==> config.mk <==
export PLATFORM = sky130hd
export DESIGN_NAME = split_buf
export DESIGN_NICKNAME = d
export VERILOG_FILES = /design/src/rtl/split_buf_pkg.sv /design/src/rtl/split_buf_store.sv /design/src/rtl/split_buf_ctrl.sv /design/src/rtl/split_buf.sv
export SDC_FILE = /design/constraint.sdc
export NUM_CORES = 1
export LEC_CHECK = 0
export BUFFER_PORTS_ARGS = -buffer_cell sky130_fd_sc_hd__buf_2
export CAP_MARGIN = 25
export CORE_ASPECT_RATIO = 1.5
export CORE_UTILIZATION = 57
export CTS_BUF_LIST = sky130_fd_sc_hd__clkbuf_8
export CTS_CLUSTER_SIZE = 20
export DETAILED_ROUTE_END_ITERATION = 6
export GPL_TIMING_DRIVEN = 0
export PLACE_DENSITY = 0.85
export SETUP_SLACK_MARGIN = 0.15
export SYNTH_ARGS = -nofsm -noshare
export SYNTH_HDL_FRONTEND = slang
export SYNTH_SLANG_ARGS = --single-unit
==> constraint.sdc <==
create_clock -name clk -period 3.1 [get_ports clk]
set_clock_uncertainty 0.1 [all_clocks]
set_input_delay 0.155 -clock clk [delete_from_list [all_inputs] [get_ports clk]]
set_output_delay 0.155 -clock clk [all_outputs]
set_load 0.005 [all_outputs]
==> src/rtl/split_buf_pkg.sv <==
package split_buf_pkg;

    typedef enum logic [1:0] {
        ST_FILL     = 2'd0,
        ST_FLUSH    = 2'd1,
        ST_FINISHED = 2'd2
    } buf_state_e;

endpackage

==> src/rtl/split_buf_store.sv <==
module split_buf_store #(
    parameter int SYM_W = 16,
    parameter int HALF  = 32,
    parameter int PACK  = 8,
    localparam int LADDR_W = (HALF > 1) ? $clog2(HALF) : 1,
    localparam int BEATS   = HALF / PACK,
    localparam int BI_W    = (BEATS > 1) ? $clog2(BEATS) : 1
) (
    input  logic                  clk,
    input  logic                  rst_n,
    input  logic                  we,
    input  logic                  re,
    input  logic [LADDR_W-1:0]    addr,
    input  logic [SYM_W-1:0]      wdata,
    output logic                  rvalid,
    output logic [SYM_W-1:0]      rdata,
    input  logic                  clr_en,
    input  logic [BI_W-1:0]       beat_sel,
    output logic [SYM_W*PACK-1:0] beat_data
);

    logic [SYM_W-1:0] mem [HALF];

    // one register per word: written by the producer, zeroed when drained
    for (genvar g = 0; g < HALF; g++) begin : g_word
        always_ff @(posedge clk) begin
            if (!rst_n) begin
                mem[g] <= '0;
            end else if (we && addr == LADDR_W'(g)) begin
                mem[g] <= wdata;
            end else if (clr_en && beat_sel == BI_W'(g / PACK)) begin
                mem[g] <= '0;
            end
        end
    end

    // lane k of the current beat
    for (genvar k = 0; k < PACK; k++) begin : g_lane
        logic [LADDR_W-1:0] lane_addr;
        assign lane_addr = LADDR_W'(32'(beat_sel) * PACK + k);
        assign beat_data[k*SYM_W +: SYM_W] = mem[lane_addr];
    end

    always_ff @(posedge clk) begin
        if (!rst_n) begin
            rvalid <= 1'b0;
            rdata  <= '0;
        end else begin
            rvalid <= re;
            if (re) begin
                rdata <= mem[addr];
            end
        end
    end

    // producer writes and drain clears never collide
    a_r9_no_write_while_clearing: assert property (
        @(posedge clk) disable iff (!rst_n) !(we && clr_en)
    );

endmodule

==> src/rtl/split_buf_ctrl.sv <==
module split_buf_ctrl
    import split_buf_pkg::*;
#(
    parameter int TOTAL  = 64,
    parameter int PACK   = 8,
    parameter int ADDR_W = 16,
    parameter int CNT_W  = 16,
    localparam int HALF    = TOTAL / 2,
    localparam int GIDX_W  = $clog2(TOTAL),
    localparam int LADDR_W = (HALF > 1) ? $clog2(HALF) : 1,
    localparam int BEATS   = HALF / PACK,
    localparam int BI_W    = (BEATS > 1) ? $clog2(BEATS) : 1
) (
    input  logic               clk,
    input  logic               rst_n,
    input  logic               sym_valid,
    input  logic               sym_we,
    input  logic [GIDX_W-1:0]  sym_idx,
    input  logic               phase_done,
    input  logic [ADDR_W-1:0]  base_addr,
    input  logic               bw_ready,
    output logic               mem_we,
    output logic               mem_re,
    output logic [LADDR_W-1:0] mem_addr,
    output logic               clr_en,
    output logic [BI_W-1:0]    beat_sel,
    output logic               busy,
    output logic               phase_err,
    output logic [CNT_W-1:0]   reject_cnt,
    output logic               bw_valid,
    output logic [ADDR_W-1:0]  bw_addr,
    output logic               run_done
);

    buf_state_e         state_q, state_d;
    logic               phase_q;
    logic [BI_W-1:0]    beat_q;
    logic [GIDX_W:0]    lo_idx, hi_idx, idx_ext;
    logic               in_half, in_fill, beat_fire, last_beat;

    // window of the current phase
    always_comb begin
        idx_ext  = {1'b0, sym_idx};
        lo_idx   = phase_q ? (GIDX_W+1)'(HALF) : '0;
        hi_idx   = lo_idx + (GIDX_W+1)'(HALF);
        in_half  = (idx_ext >= lo_idx) && (idx_ext < hi_idx);
        mem_addr = LADDR_W'(idx_ext - lo_idx);
    end

    // state register
    always_ff @(posedge clk) begin
        if (!rst_n) begin
            state_q <= ST_FILL;
        end else begin
            state_q <= state_d;
        end
    end

    always_comb begin
        state_d = state_q;
        unique case (state_q)
            ST_FILL:     if (phase_done) state_d = ST_FLUSH;
            ST_FLUSH:    if (beat_fire && last_beat) state_d = phase_q ? ST_FINISHED : ST_FILL;
            ST_FINISHED: state_d = ST_FINISHED;
            default:     state_d = ST_FILL;
        endcase
    end

    // outputs
    always_comb begin
        in_fill   = (state_q == ST_FILL);
        busy      = (state_q == ST_FLUSH);
        bw_valid  = busy;
        beat_fire = busy && bw_ready;
        last_beat = (beat_q == BI_W'(BEATS - 1));
        mem_we    = in_fill && sym_valid && in_half && sym_we;
        mem_re    = in_fill && sym_valid && in_half && !sym_we;
        clr_en    = beat_fire;
        beat_sel  = beat_q;
        bw_addr   = base_addr + (phase_q ? ADDR_W'(BEATS) : '0) + ADDR_W'(beat_q);
    end

    always_ff @(posedge clk) begin
        if (!rst_n) begin
            phase_q    <= 1'b0;
            beat_q     <= '0;
            phase_err  <= 1'b0;
            reject_cnt <= '0;
            run_done   <= 1'b0;
        end else begin
            run_done <= beat_fire && last_beat && phase_q;
            if (beat_fire) begin
                beat_q <= last_beat ? '0 : beat_q + BI_W'(1);
                if (last_beat) phase_q <= 1'b1;
            end
            if (busy && phase_done) phase_err <= 1'b1;
            if (in_fill && sym_valid && !in_half) reject_cnt <= reject_cnt + CNT_W'(1);
        end
    end

    // the error flag never falls once raised
    a_r10_err_sticky: assert property (
        @(posedge clk) disable iff (!rst_n) phase_err |=> phase_err
    );

    // after an accepted beat the next presented beat is one address higher
    a_r7_addr_step: assert property (
        @(posedge clk) disable iff (!rst_n)
        (bw_valid && bw_ready) |=> (!bw_valid || bw_addr == $past(bw_addr) + ADDR_W'(1))
    );

endmodule

==> src/rtl/split_buf.sv <==
module split_buf #(
    parameter int TOTAL  = 64,
    parameter int SYM_W  = 16,
    parameter int PACK   = 8,
    parameter int ADDR_W = 16,
    parameter int CNT_W  = 16,
    localparam int HALF    = TOTAL / 2,
    localparam int GIDX_W  = $clog2(TOTAL),
    localparam int LADDR_W = (HALF > 1) ? $clog2(HALF) : 1,
    localparam int BEATS   = HALF / PACK,
    localparam int BI_W    = (BEATS > 1) ? $clog2(BEATS) : 1
) (
    input  logic                  clk,
    input  logic                  rst_n,
    input  logic                  sym_valid,
    input  logic                  sym_we,
    input  logic [GIDX_W-1:0]     sym_idx,
    input  logic [SYM_W-1:0]      sym_wdata,
    output logic                  sym_rvalid,
    output logic [SYM_W-1:0]      sym_rdata,
    input  logic                  phase_done,
    output logic                  busy,
    output logic                  phase_err,
    output logic [CNT_W-1:0]      reject_cnt,
    input  logic [ADDR_W-1:0]     base_addr,
    output logic                  bw_valid,
    input  logic                  bw_ready,
    output logic [ADDR_W-1:0]     bw_addr,
    output logic [SYM_W*PACK-1:0] bw_data,
    output logic                  run_done
);

    logic               mem_we, mem_re, clr_en;
    logic [LADDR_W-1:0] mem_addr;
    logic [BI_W-1:0]    beat_sel;

    split_buf_ctrl #(
        .TOTAL(TOTAL), .PACK(PACK), .ADDR_W(ADDR_W), .CNT_W(CNT_W)
    ) ctrl_i (
        .clk(clk), .rst_n(rst_n),
        .sym_valid(sym_valid), .sym_we(sym_we), .sym_idx(sym_idx),
        .phase_done(phase_done), .base_addr(base_addr), .bw_ready(bw_ready),
        .mem_we(mem_we), .mem_re(mem_re), .mem_addr(mem_addr),
        .clr_en(clr_en), .beat_sel(beat_sel),
        .busy(busy), .phase_err(phase_err), .reject_cnt(reject_cnt),
        .bw_valid(bw_valid), .bw_addr(bw_addr), .run_done(run_done)
    );

    split_buf_store #(
        .SYM_W(SYM_W), .HALF(HALF), .PACK(PACK)
    ) store_i (
        .clk(clk), .rst_n(rst_n),
        .we(mem_we), .re(mem_re), .addr(mem_addr), .wdata(sym_wdata),
        .rvalid(sym_rvalid), .rdata(sym_rdata),
        .clr_en(clr_en), .beat_sel(beat_sel), .beat_data(bw_data)
    );

    // a stalled beat holds address and data
    a_r8_hold_under_stall: assert property (
        @(posedge clk) disable iff (!rst_n)
        (bw_valid && !bw_ready) |=> (bw_valid && $stable(bw_addr) && $stable(bw_data))
    );

    // an access while draining yields no read data
    a_r5_refuse_when_busy: assert property (
        @(posedge clk) disable iff (!rst_n)
        (busy && sym_valid) |=> !sym_rvalid
    );

    // completion is a single-cycle pulse
    a_r11_done_pulse: assert property (
        @(posedge clk) disable iff (!rst_n) run_done |=> !run_done
    );

endmodule

==> results of run 1 <==
critical path: stages, from the launching register on:
cell and delay [ps]:
sky130_fd_sc_hd__dfxtp_1 370, sky130_fd_sc_hd__nor3b_2 360, sky130_fd_sc_hd__buf_2 330, sky130_fd_sc_hd__and3_1 280
sky130_fd_sc_hd__nand4_1 320, sky130_fd_sc_hd__o21ai_2 770, sky130_fd_sc_hd__buf_8 250
metrics by stage:
stage                     worst slack (ps)  instances  total power, mW
after floorplan                      115.3       1953            9.793
after global placement               -2476       2837            10.72
after detailed placement            -589.7       2871            10.87
after CTS                            78.45       3038            16.38
after global routing                 7.749       3046            16.84
final                                5.891       3046            16.56
cell usage after synthesis (all sizes together) (9+ instances only):
master,number
and2,517
edfxtp,512
mux4,223
clkbuf,107
buf,73
mux2i,66
o21ai,56
o22ai,48
nor2,47
dfxtp,42
nand2,32
mux2,31
a21oi,18
nand3,18
nand4,18
nor3,17
xnor2,16
a2111oi,15
and4bb,9
inv,9
what timing repair did:
item,CTS,global route
endpoints found under the setup margin,519,348
buffers inserted,2,6
endpoints found under the hold margin,42,0
hold buffers,19,0
resized for setup,37,35
pin swaps,1,6
report_power, final:
| group | leakage, nW | total (mW) | internal, mW | switching, mW |
|---|---|---|---|---|
| Sequential | 5.65 | 8.65 | 8.46 | 0.191 |
| Clock | 0.850 | 5.70 | 2.74 | 2.96 |
| Combinational | 6.07 | 2.22 | 0.897 | 1.32 |
| Total | 12.6 | 16.6 | 12.1 | 4.47 |
flip-flops by register name, indices dropped and copies added (netlist names), named ones only:
register / cells
ctrl_i.phase_err: 1
store_i.mem: 512
ctrl_i.phase_q: 1
ctrl_i.run_done: 1
store_i.rdata: 16
ctrl_i.beat_sel: 2
ctrl_i.reject_cnt: 16
ctrl_i.state_q: 2
store_i.rvalid: 1
kinds of logic after synthesis:
kind of cell             count (synthesis)
adder cells (fa/ha/maj)                  9
buffers and inverters                  189
XOR/XNOR                                22
multiplexers                           320
AND/OR/NAND/NOR                        712
AO/OA/AOI/OAI                          147
flip-flops                             554
final cells by class:
type	instances	area [sq um]
Antenna cell	1	2.502
Buffer	180	899.6
Clock buffer	86	1184
Clock inverter	60	307.8
Fill cell	3504	16310
Inverter	9	37.54
Multi-Input combinational cell	1210	11880
Sequential cell	554	16220
Tap cell	663	829.5
Timing Repair Buffer	283	2007
routing by layer:
metal / global-route usage [%] / vias to the layer above
li1: - / 8187
met1: 51.22 / 10350
met2: 67.32 / 2120
met3: 12.82 / 545
met4: 33.97 / 4
met5: 0 / -
placed cells by master (no fill, tap or decap), drive strengths merged, types with 8 or more instances in the layout:
| master | count |
|---|---|
| a2111oi | 15 |
| dfxtp | 42 |
| inv | 32 |
| nand4 | 18 |
| xnor2 | 16 |
| nand3 | 18 |
| o21ai | 56 |
| o22ai | 48 |
| nor2 | 47 |
| mux2i | 66 |
| nor2b | 8 |
| buf | 338 |
| and2 | 517 |
| a21oi | 18 |
| or3 | 8 |
| clkbuf | 191 |
| dlygate4sd3 | 19 |
| nand2 | 32 |
| nor3 | 17 |
| and4bb | 9 |
| mux4 | 223 |
| edfxtp | 512 |
| mux2 | 31 |
| ha | 8 |
| clkinv | 32 |
path summary, 6_finish.rpt:
path	from	endpoint	slack, ps	cells after the start
worst max-delay path	ctrl_i.state_q[1]$_SDFFE_PN0P_	store_i.mem[31][11]$_SDFFCE_PP0P_	6	6
worst min-delay path	rst_n	store_i.rdata[12]$_SDFFE_PN0P_	100	4
worst max register to register	ctrl_i.state_q[1]$_SDFFE_PN0P_	store_i.mem[31][11]$_SDFFCE_PP0P_	6	6
worst min register to register	ctrl_i.phase_err$_SDFFE_PN0P_	ctrl_i.phase_err$_SDFFE_PN0P_	390	2
==> impl_results.rst, run 1 <==
.. list-table::
   :header-rows: 1

   * - Metric
     - Value
   * - Gate Count Post-Synth
     - 1953
   * - Post-synthesis register bit count
     - 554
   * - Number of buffers created by CTS
     - 82
   * - Top layer used by detailed routing
     - met5
   * - Clock root cell
     - sky130_fd_sc_hd__clkbuf_8
   * - Critical path peak fanout
     - 10
   * - Hold Crit Class
     - in2reg
   * - HPWL Detailed
     - 80950 um
   * - Latest clock arrival within the worst-skew pair
     - 700 ps
   * - Layout area overhead
     - 16.27%
   * - Pin count of the biggest net entering global routing
     - 17
   * - Number of vias per cell
     - 6.962
   * - Initial antenna violation count
     - 8
   * - Type of origin of the critical path
     - flip-flop
   * - Row Count
     - 100
   * - Clk sink count
     - 554
   * - Number of routed nets with antenna violations
     - 0
   * - Largest area contributor in the synthesized netlist
     - sky130_fd_sc_hd__edfxtp_1
   * - H-tree depth reported by CTS
     - 3
   * - Post-CTS clock slew at the launch and capture registers of the worst setup and hold paths
     - 70 ps
   * - IO Pins
     - 225
   * - Routed wire per std cell
     - 36.13 um
   * - Critical Path End Type
     - flip-flop
   * - Global-route usage over all layers
     - 43.70%
   * - Layout cells sized above 1
     - 32.70%
   * - Share of synthesized area occupied by flip-flops and latches
     - 56.51%
   * - Largest vdd supply drop
     - 0.3185 mV
   * - Wire length on met3
     - 15060 um
   * - Number of vias after detailed routing
     - 21210
   * - Arrival time of data at the critical path endpoint
     - 3380 ps
   * - Share of the synthesized area in the top cell type
     - 53.58%
   * - Core box area
     - 49670 sq um
   * - WS Path Type
     - reg2reg
   * - Synthesized netlist net count
     - 2006
   * - Final core area utilization
     - 67.17%
   * - Hold Slack
     - 97.23 ps
   * - Multiplexer fraction of the synthesized cell area
     - 21.02%
   * - Leftover overflow at the end of global routing
     - 0
   * - Wire length on met2
     - 51090 um
   * - Max Fclk
     - 323.2 MHz
   * - Gpl congestion
     - 1.046
   * - Global-route wire length before repair
     - 151400 um
   * - Starting density of the core
     - 57.77%
   * - Simple-gate portion of the synthesized area
     - 15.28%
   * - Clock tree from TritonCTS
     - yes
   * - Compound-gate portion of the synthesized area
     - 3.087%
   * - Final Hold Vio Count
     - 0
   * - Setup total negative slack
     - 0 ps
   * - Post-route cell area
     - 33360 sq um
   * - Post-route clock period utilization
     - 99.81%
   * - NumNets Final
     - 2373
   * - Synth cell types
     - 57
   * - Crit path time final
     - 3094 ps
   * - Max-cap viol count
     - 0
   * - Number of global-route vias before repair
     - 21380
   * - Power per unit of standard cell area
     - 496.4 nW/um^2
   * - Synthesized cell area
     - 28690 sq um
   * - Final count of negative-setup-slack endpoints
     - 0
   * - Average footprint of a synthesized cell
     - 14.69 sq um
   * - Number of search-and-repair iterations in the first detailed-routing pass
     - 5
   * - Async set-reset flop share out of synthesis
     - 0%
   * - DRC violation count after routing
     - 0
   * - XOR/XNOR share of the synthesized area
     - 0.7238%
   * - Share of synthesized cell area in full adder, half adder and majority cells
     - 0.4186%
   * - Number of DRC violations after detailed-routing iteration 0
     - 3116
   * - Dominant combinational cell family by area after synthesis
     - multiplexers
   * - Input/output buffers
     - 221
   * - Die ar.
     - 51260 sq um
   * - Result of the run
     - finished, final reports clean
   * - Number of enable-type register cells in the synthesized netlist
     - 512
   * - Count of warnings emitted by yosys
     - 0
   * - Leakage power total
     - 12.57 nW
   * - Post-detailed-routing wire length
     - 110100 um
   * - Unrepaired setup endpoints after global routing
     - true
   * - Most instantiated flip-flop cell in the synthesis netlist
     - sky130_fd_sc_hd__edfxtp_1
   * - Slew at the pin closest to its max-slew limit
     - 1124 ps
   * - Die width
     - 185.2 um
   * - Synth top area cells
     - sky130_fd_sc_hd__edfxtp_1 54%, sky130_fd_sc_hd__mux4_2 18%, sky130_fd_sc_hd__and2_1 11%
   * - WL met1
     - 33870 um
   * - Required @ worst endpoint
     - 3380 ps
   * - Number of buffers between clock root and the deepest sink
     - 3
   * - Pins over their slew limit
     - 0
   * - Worst rel slew slack
     - 25.04%
   * - Die height
     - 276.8 um
   * - Instance area after placement
     - 31370 sq um
Power figures use the tool's default switching activity.
==> run 2, diff against run 1 <==
ABC_AREA = 1   (was default)
==> impl_results.rst, run 2 <==
.. list-table::
   :header-rows: 1

   * - Metric
     - Value
   * - Input/output buffers
     - 221 (unchanged)
   * - Largest area contributor in the synthesized netlist
     - sky130_fd_sc_hd__edfxtp_1
   * - Starting density of the core
     - 57.65% (-0.12 points)
   * - Die width
     - 188.7 um (+1.9%)
   * - Post-synthesis register bit count
     - 554 (unchanged)
   * - Average footprint of a synthesized cell
     - 8.188 sq um (-44%)
   * - Synth top area cells
     - sky130_fd_sc_hd__edfxtp_1 52%, sky130_fd_sc_hd__nand2_1 15%, sky130_fd_sc_hd__nor2_1 11%
   * - Last stage reached
     - global routing (5_1_grt)
   * - H-tree depth reported by CTS
     - 3 (unchanged)
   * - Most frequent cells after synthesis
     - 1158 x sky130_fd_sc_hd__nand2_1, 875 x sky130_fd_sc_hd__nor2_1, 512 x sky130_fd_sc_hd__edfxtp_1
   * - Die height
     - 282.0 um (+1.9%)
   * - Share of synthesized area occupied by flip-flops and latches
     - 54.42% (-2.1 points)
   * - Async set-reset flop share out of synthesis
     - 0% (unchanged)
   * - Number of buffers created by CTS
     - 84 (+2.4%)
   * - Tool Error
     - [ERROR GRT-0116] Global routing finished with congestion. Check the congestion regions in the DRC Viewer.
   * - Number of global-route vias before repair
     - 33160
   * - Global-route usage over all layers
     - 71.08%
   * - IO Pins
     - 225 (unchanged)
   * - Leftover overflow at the end of global routing
     - 5
   * - Number of enable-type register cells in the synthesized netlist
     - 512 (unchanged)
   * - Clk sink count
     - 554 (unchanged)
   * - Row Count
     - 102 (+2.0%)
   * - Gate Count Post-Synth
     - 3639 (+86%)
   * - Share of the synthesized area in the top cell type
     - 51.60% (-2.0 points)
   * - Clock root cell
     - sky130_fd_sc_hd__clkbuf_8
   * - Synthesized cell area
     - 29800 sq um (+3.8%)
   * - Global-route wire length before repair
     - 256500 um
   * - Most instantiated flip-flop cell in the synthesis netlist
     - sky130_fd_sc_hd__edfxtp_1
   * - Worst slack at placement
     - -1171 ps (-581.7 ps)
   * - Gpl congestion
     - 1.270 (+21%)
   * - Instance area after placement
     - 32360 sq um (+3.1%)
   * - Top-count cell post-synth
     - sky130_fd_sc_hd__nand2_1
   * - HPWL Detailed
     - 129000 um (+59%)
   * - Count of warnings emitted by yosys
     - 0 (unchanged)
   * - Pin count of the biggest net entering global routing
     - 17
   * - Result of the run
     - stopped before the end
   * - Number of buffers between clock root and the deepest sink
     - 3 (unchanged)
   * - Synth cell types
     - 40 (-30%)
   * - Synthesized netlist net count
     - 3692 (+84%)
[run 2: per-stage QoR]
| stage | hold WS, ps | instances |
|---|---|---|
| CTS | 14.43 | 4749 |
| detailed placement | 331.1 | 4570 |
| global placement | 316.1 | 4536 |
| floorplan | 195.7 | 3639 |
[run 2: what timing repair did]
item                       4_1_cts
buffers inserted                 9
setup endpoints to repair      591
gates resized for setup        122
gates cloned                     0
hold endpoints to repair       103
pin swaps                        1
hold buffers                    21
[run 2: cell families after synthesis]
family	synth area share, %
fa+ha+maj	0.4031
xor+xnor	0.5543
buf+inv	5.749
compound gates	9.415
simple gates	29.46
flops	54.42
[run 2: layer usage]
metal,GRT overflow,global-route usage (%)
met5,0,13.37
met1,0,72.36
met3,0,46.56
met4,4,75.02
met2,1,92.40
